## config.mk

```make
export PLATFORM = sky130hd
export DESIGN_NAME = uvlo_sequencer
export DESIGN_NICKNAME = d
export VERILOG_FILES = /design/src/rtl/uvlo_pkg.sv /design/src/rtl/uvlo_window.sv /design/src/rtl/uvlo_hold_timer.sv /design/src/rtl/uvlo_fsm.sv /design/src/rtl/uvlo_sequencer.sv
export SDC_FILE = /design/constraint.sdc
export NUM_CORES = 1
export LEC_CHECK = 0
export ABC_AREA = 1
export CAP_MARGIN = 10
export CORE_MARGIN = 2
export CORE_UTILIZATION = 48
export DETAILED_ROUTE_END_ITERATION = 6
export PLACE_DENSITY = 0.82
export SYNTH_ARGS = -nofsm -noshare
export SYNTH_HDL_FRONTEND = slang
export SYNTH_SLANG_ARGS = --single-unit
```

## constraint.sdc

```tcl
create_clock -name clk -period 2.7 [get_ports clk]
set_input_delay 0.405 -clock clk [delete_from_list [all_inputs] [get_ports clk]]
set_output_delay 0.405 -clock clk [all_outputs]
set_load 0.03 [all_outputs]
```

## src/rtl/uvlo_pkg.sv

```systemverilog
// Package: shared types for the undervoltage lockout sequencer.
// Assumes: nothing beyond IEEE 1800-2017.
package uvlo_pkg;
    typedef enum logic [1:0] {
        ST_IDLE = 2'd0,
        ST_RUN  = 2'd1,
        ST_STOP = 2'd2,
        ST_HOLD = 2'd3
    } uvlo_state_e;

    typedef enum logic [1:0] {
        RSP_CONT     = 2'b00,
        RSP_CONT_DLY = 2'b01,
        RSP_KILL     = 2'b10,
        RSP_RSVD     = 2'b11
    } uvlo_resp_e;

    // A response kills the outputs when its upper bit is set (10 and reserved 11).
    function automatic logic resp_is_kill(input logic [1:0] code);
        return code[1];
    endfunction

    function automatic logic resp_is_delay(input logic [1:0] code);
        return code == RSP_CONT_DLY;
    endfunction
endpackage

```

## src/rtl/uvlo_window.sv

```systemverilog
// Module: uvlo_window
// Compares one supply sample against the three lockout levels.
// Assumes: unsigned codes; all comparisons are strict.
module uvlo_window #(
    parameter int VIN_W = 12
) (
    input  logic [VIN_W-1:0] vin_code,
    input  logic [VIN_W-1:0] thr_on,
    input  logic [VIN_W-1:0] thr_off,
    input  logic [VIN_W-1:0] thr_flt,
    output logic             above_on,
    output logic             below_off,
    output logic             below_flt
);
    // Purpose: strict level comparisons.
    always_comb begin
        above_on  = vin_code > thr_on;
        below_off = vin_code < thr_off;
        below_flt = vin_code < thr_flt;
    end
endmodule

```

## src/rtl/uvlo_hold_timer.sv

```systemverilog
// Module: uvlo_hold_timer
// Down-counter for the restart hold. Loaded on entry to the hold state,
// decremented while enabled, flags zero.
// Assumes: load and run are never requested in the same cycle.
module uvlo_hold_timer #(
    parameter int HOLD_W = 16
) (
    input  logic              clk,
    input  logic              rst_n,
    input  logic              load,
    input  logic [HOLD_W-1:0] load_val,
    input  logic              run,
    output logic              zero
);
    logic [HOLD_W-1:0] cnt_q;

    // Purpose: load, count down to zero, then hold.
    always_ff @(posedge clk) begin
        if (!rst_n) begin
            cnt_q <= '0;
        end else if (load) begin
            cnt_q <= load_val;
        end else if (run && cnt_q != '0) begin
            cnt_q <= cnt_q - 1'b1;
        end
    end

    // Purpose: expose the terminal count.
    always_comb zero = (cnt_q == '0);
endmodule

```

## src/rtl/uvlo_fsm.sv

```systemverilog
// Module: uvlo_fsm
// Sequencing state machine: start, soft stop, fault reaction, restart hold,
// re-arm and sticky fault flag.
// Assumes: comparator flags come from the current sample; the timer is loaded
// on entry to ST_HOLD.
module uvlo_fsm
    import uvlo_pkg::*;
(
    input  logic       clk,
    input  logic       rst_n,
    input  logic       above_on,
    input  logic       below_off,
    input  logic       below_flt,
    input  logic [1:0] resp_code,
    input  logic       ramp_done,
    input  logic       fault_clr,
    input  logic       tmr_zero,
    output logic       tmr_load,
    output logic       tmr_run,
    output logic       run_req,
    output logic       stop_req,
    output logic       kill_now,
    output logic       uv_fault
);
    uvlo_state_e state_q, state_d;
    logic armed_q, armed_d;
    logic dly_q, dly_d;
    logic flt_q, flt_d;
    logic active, flt_hit, dly_pend, leave_run;

    // Purpose: classify the fault sample against the response code.
    always_comb begin
        active   = (state_q == ST_RUN) || (state_q == ST_STOP);
        flt_hit  = active && below_flt;
        kill_now = flt_hit && resp_is_kill(resp_code);
        dly_pend = dly_q || (flt_hit && resp_is_delay(resp_code));
    end

    // Purpose: next-state selection with fault taking priority.
    always_comb begin
        state_d  = state_q;
        tmr_load = 1'b0;
        unique case (state_q)
            ST_IDLE: if (armed_q && above_on) state_d = ST_RUN;
            ST_RUN: begin
                if (kill_now)               state_d = ST_IDLE;
                else if (flt_hit || below_off) state_d = ST_STOP;
            end
            ST_STOP: begin
                if (kill_now) begin
                    state_d = ST_IDLE;
                end else if (ramp_done) begin
                    state_d  = dly_pend ? ST_HOLD : ST_IDLE;
                    tmr_load = dly_pend;
                end
            end
            ST_HOLD: if (tmr_zero) state_d = ST_IDLE;
            default: state_d = ST_IDLE;
        endcase
    end

    // Purpose: next values of the arm, delay and fault flags.
    always_comb begin
        leave_run = (state_q == ST_RUN) && (state_d != ST_RUN);
        armed_d   = leave_run ? 1'b0 : (armed_q || !above_on);
        dly_d     = (state_d == ST_HOLD || state_d == ST_IDLE) ? 1'b0 : dly_pend;
        if (flt_hit)        flt_d = 1'b1;
        else if (fault_clr) flt_d = 1'b0;
        else                flt_d = flt_q;
    end

    // Purpose: state and flag registers.
    always_ff @(posedge clk) begin
        if (!rst_n) begin
            state_q <= ST_IDLE;
            armed_q <= 1'b1;
            dly_q   <= 1'b0;
            flt_q   <= 1'b0;
        end else begin
            state_q <= state_d;
            armed_q <= armed_d;
            dly_q   <= dly_d;
            flt_q   <= flt_d;
        end
    end

    // Purpose: decode the registered outputs.
    always_comb begin
        run_req  = (state_q == ST_RUN);
        stop_req = (state_q == ST_STOP);
        tmr_run  = (state_q == ST_HOLD);
        uv_fault = flt_q;
    end
endmodule

```

## src/rtl/uvlo_sequencer.sv

```systemverilog
// Module: uvlo_sequencer (top)
// Two-level input undervoltage lockout: a start level, a soft-stop level and
// a fault level with a programmable reaction.
// Assumes: thr_flt < thr_off < thr_on; ramp_done comes from the ramp generator.
module uvlo_sequencer #(
    parameter int VIN_W  = 12,
    parameter int HOLD_W = 16
) (
    input  logic              clk,
    input  logic              rst_n,
    input  logic [VIN_W-1:0]  vin_code,
    input  logic [VIN_W-1:0]  thr_on,
    input  logic [VIN_W-1:0]  thr_off,
    input  logic [VIN_W-1:0]  thr_flt,
    input  logic [1:0]        resp_code,
    input  logic [HOLD_W-1:0] hold_len,
    input  logic              ramp_done,
    input  logic              fault_clr,
    output logic              run_req,
    output logic              stop_req,
    output logic              kill_now,
    output logic              uv_fault
);
    logic above_on, below_off, below_flt;
    logic tmr_load, tmr_run, tmr_zero;

    uvlo_window #(.VIN_W(VIN_W)) u_window (
        .vin_code (vin_code),
        .thr_on   (thr_on),
        .thr_off  (thr_off),
        .thr_flt  (thr_flt),
        .above_on (above_on),
        .below_off(below_off),
        .below_flt(below_flt)
    );

    uvlo_hold_timer #(.HOLD_W(HOLD_W)) u_timer (
        .clk     (clk),
        .rst_n   (rst_n),
        .load    (tmr_load),
        .load_val(hold_len),
        .run     (tmr_run),
        .zero    (tmr_zero)
    );

    uvlo_fsm u_fsm (
        .clk      (clk),
        .rst_n    (rst_n),
        .above_on (above_on),
        .below_off(below_off),
        .below_flt(below_flt),
        .resp_code(resp_code),
        .ramp_done(ramp_done),
        .fault_clr(fault_clr),
        .tmr_zero (tmr_zero),
        .tmr_load (tmr_load),
        .tmr_run  (tmr_run),
        .run_req  (run_req),
        .stop_req (stop_req),
        .kill_now (kill_now),
        .uv_fault (uv_fault)
    );
endmodule

```

==> summary.txt <==
Cells and area
  – Nets: between 500 and 600
  – Layout cell share with drive strength beyond 1: 6.681%
  – Area Growth Syn to Fin: 34.51%
  – Ant. Diodes: 0
  – Final Cell Area: 0.003287 sq mm

Global routing
  – Largest net degree at the start of global routing: 22
  – Total GRT Usage: ~23%
  – Initial antenna violation count: 0
  – Gr ovfl total: 0
  – Global-route wire length before repair: 10.35 mm
  – Vias in the first global route: around 2500

Route
  – Drt wl/cell: between 10 and 15 um
  – Routed Antenna Nets: 0
  – Top Layer Used: met4
  – Via density: roughly 4.8
  – DR pass1 iterations: 4
  – Met2 WL: a little under 3 mm
  – DRT iter0 DRCs: 110
  – Via count: between 2000 and 3000
  – Met1 wire length: ~2.8 mm
  – Met3 routed WL: 263 um
  – DR DRC count: 0
  – Total length of routed wires: ~6.0 mm

Logic synthesis
  – Share of the synthesized area in the top cell type: 20.48%
  – Synth area leaders: ha_1, dfxtp_1, nand2_1
  – Post-Syn Area: 0.002444 sq mm
  – Post-synthesis cell count: just under 400
  – Syn Nets: 501
  – Synth warn: 0
  – Yosys reg bits: 21
  – Area leader, netlist: ha_1
  – Post-synthesis cell type count: 33
  – Avg Cell Area, Syn: roughly 6.2 sq um
  – Sequential fraction of the synthesis area: between 10% and 20%

Floorplan
  – Site row count: 25
  – Initial Utilization: between 50% and 60%
  – Die ar.: 0.005678 sq mm
  – Die height: 75.35 um
  – Area of the core: between 0.004 and 0.005 sq mm
  – Die W: about 75 um
  – IO Count: 74

Pwr
  – Pleak: between 1.5 and 2 nW
  – VDD IR-drop max: approximately 0.24 mV
  – PD cells: 411.9 mW/mm^2
  – Total power: around 1.4 mW

Clock tree
  – CTS tree: yes
  – CTS Root Cell: clkbuf_8
  – Skew-Pair Late Insertion Delay: 0.27 ns
  – H-Tree Depth: 1
  – Clock Path Buffers: 2
  – Total CTS buffers: 3
  – Clock input transition at the sequential cells of the worst setup and hold paths: about 0.08 ns
  – Clock Sinks: 21
  – Cts hold-fix bufs: 0

Setup path
  – Worst EP required: between 2 and 2.5 ns
  – CP max stage cell: clkdlybuf4s50_1
  – Data arrival, critical path: 2.16 ns
  – Worst setup EP type: primary output
  – CP startpoint kind: input port
  – Max incr delay on CP: about 0.47 ns
  – Crit path cell chain: clkdlybuf4s50_1 > ha_1 > nand2_1 > nand2_1 > nand2_1 > nand2_1 > a21oi_2 > nand3_2 > buf_4 > inv_1 > buf_4
  – Kind of critical path: input port to primary output
  – Critical Path Fanout Max: 4
  – Most frequent CP cell: nand2_1

Placement
  – Final Wtd Congestion: approximately 0.86
  – Buffers on Ports: 73
  – DP Area: approximately 0.0032 sq mm
  – Pre-CTS setup slack: -0.06356 ns
  – Hpwl dp: between 4 and 5 mm

STA
  – Fmax: about 0.39 GHz
  – Worst Tran Pin Value: around 0.55 ns
  – RSZ-0062 raised after global routing: false
  – Final period util: between 90% and 100%
  – Worst Clk Skew: between 0.003 and 0.004 ns
  – Setup slack after layout: around 0.13 ns
  – Final Hold Fails: 0
  – Tmin final: between 2 and 3 ns
  – Final Max Tran Viols: 0
  – Slew HR: ~63%
  – Final setup viols: 0

Status
  – Status: finished, final reports clean

Min path
  – Hold Path Class: flop to flop

Run
  – Max cap viols: 0
## repair_timing
action | CTS | global route
resized for setup | 0 | 5
endpoints found under the setup margin | 0 | 3
setup buffers | 0 | 1
## flip-flops by register name (all words and copies together) (netlist names)
| register | cells |
|---|---|
| u_fsm.armed_q | 1 |
| u_fsm.dly_q | 1 |
| u_fsm.state_q | 2 |
| u_fsm.uv_fault | 1 |
| u_timer.cnt_q | 16 |
## cells in the mapped netlist, drive strengths merged
cell and count:
a211oi 1, a21oi 24, buf 5, clkbuf 2
clkinv 1, dfxtp 21, ha 40, inv 77
nand2 106, nand3 17, nand3b 1, nand4 2
nor2 49, nor3 15, nor3b 1, nor4 1
o211ai 2, o21a 3, o21ai 9, o22ai 1
or2 2, xnor2 2, xor2 9
## routing by layer
layer | vias to the layer above | GRT usage [%]
li1 | 1360 | -
met2 | 61 | 41.84
met1 | 1132 | 29.23
met3 | 4 | 3.704
met4 | 0 | 3.704
met5 | - | 0
## cell usage in the layout (no fill, tap or decap), types with 2 or more instances in the layout
| cell | count |
|---|---|
| nand2_1 | 102 |
| inv_1 | 74 |
| clkdlybuf4s50_1 | 70 |
| nor2_1 | 43 |
| ha_1 | 40 |
| a21oi_1 | 22 |
| dfxtp_1 | 21 |
| nand3_1 | 13 |
| nor3_1 | 13 |
| xor2_1 | 9 |
| o21ai_0 | 8 |
| nor2_2 | 6 |
| nand2_2 | 4 |
| nand3_2 | 4 |
| inv_2 | 3 |
| o21a_1 | 3 |
| clkbuf_8 | 3 |
| buf_4 | 3 |
| a21oi_2 | 2 |
| nand4_1 | 2 |
| o211ai_1 | 2 |
| nor3_2 | 2 |
| xnor2_1 | 2 |
| dlymetal6s2s_1 | 2 |
## critical path: cells and delay by family
kind	cells	cell delay, ns
AO/OA/AOI/OAI	1	0.21
AND/OR/NAND/NOR	5	0.37
adder cells (fa/ha/maj)	1	0.33
buffers and inverters	4	0.84
## path summary, 6_finish.rpt
kind	start	to	slack (ns)	cells past startpoint
setup reg to reg	u_fsm.state_q[1]	u_fsm.dly_q	0.40	15
setup / recovery	vin_code[5]	kill_now	0.13	11
hold / removal	u_timer.cnt_q[7]	u_timer.cnt_q[7]	0.48	2
hold reg to reg	u_timer.cnt_q[7]	u_timer.cnt_q[7]	0.48	2
## cells by family (layout without fill, tap and decap cells)
logic type	Yosys count	count (layout)	share of synthesized area [%]
compound gates	40	40	9.473
xor+xnor	11	11	3.943
fa+ha+maj	40	40	20.48
buf+inv	85	158	14.69
flops	21	21	17.20
simple gates	194	194	34.20
## power breakdown
part | switching, mW | internal [mW] | total, mW
Clock | 0.112 | 0.103 | 0.215
Sequential | 0.0337 | 0.346 | 0.380
Combinational | 0.418 | 0.341 | 0.759
Total | 0.564 | 0.790 | 1.35
## area by class of cell
type | instances | area (sq um)
Tap cell | 67 | 83.83
Inverter | 78 | 292.8
Timing Repair Buffer | 76 | 768.2
Clock inverter | 1 | 5.005
Sequential cell | 21 | 420.4
Multi-Input combinational cell | 285 | 1675
Fill cell | 435 | 1530
Clock buffer | 3 | 41.29
## stage by stage
| step | utilization (%) | std cells | TNS, ns | hold slack (ns) |
|---|---|---|---|---|
| 2_1_floorplan | - | 391 | 0 | 0.4388 |
| 3_3_place_gp | 66.78 | 526 | 0 | 0.4480 |
| 3_5_place_dp | 66.78 | 526 | -0.3153 | 0.4590 |
| 4_1_cts | 67.74 | 530 | 0 | 0.4850 |
| 5_1_grt | 68.23 | 531 | 0 | 0.5208 |
| 6_report | 68.23 | 531 | 0 | 0.4841 |
Power figures use the tool's default switching activity.
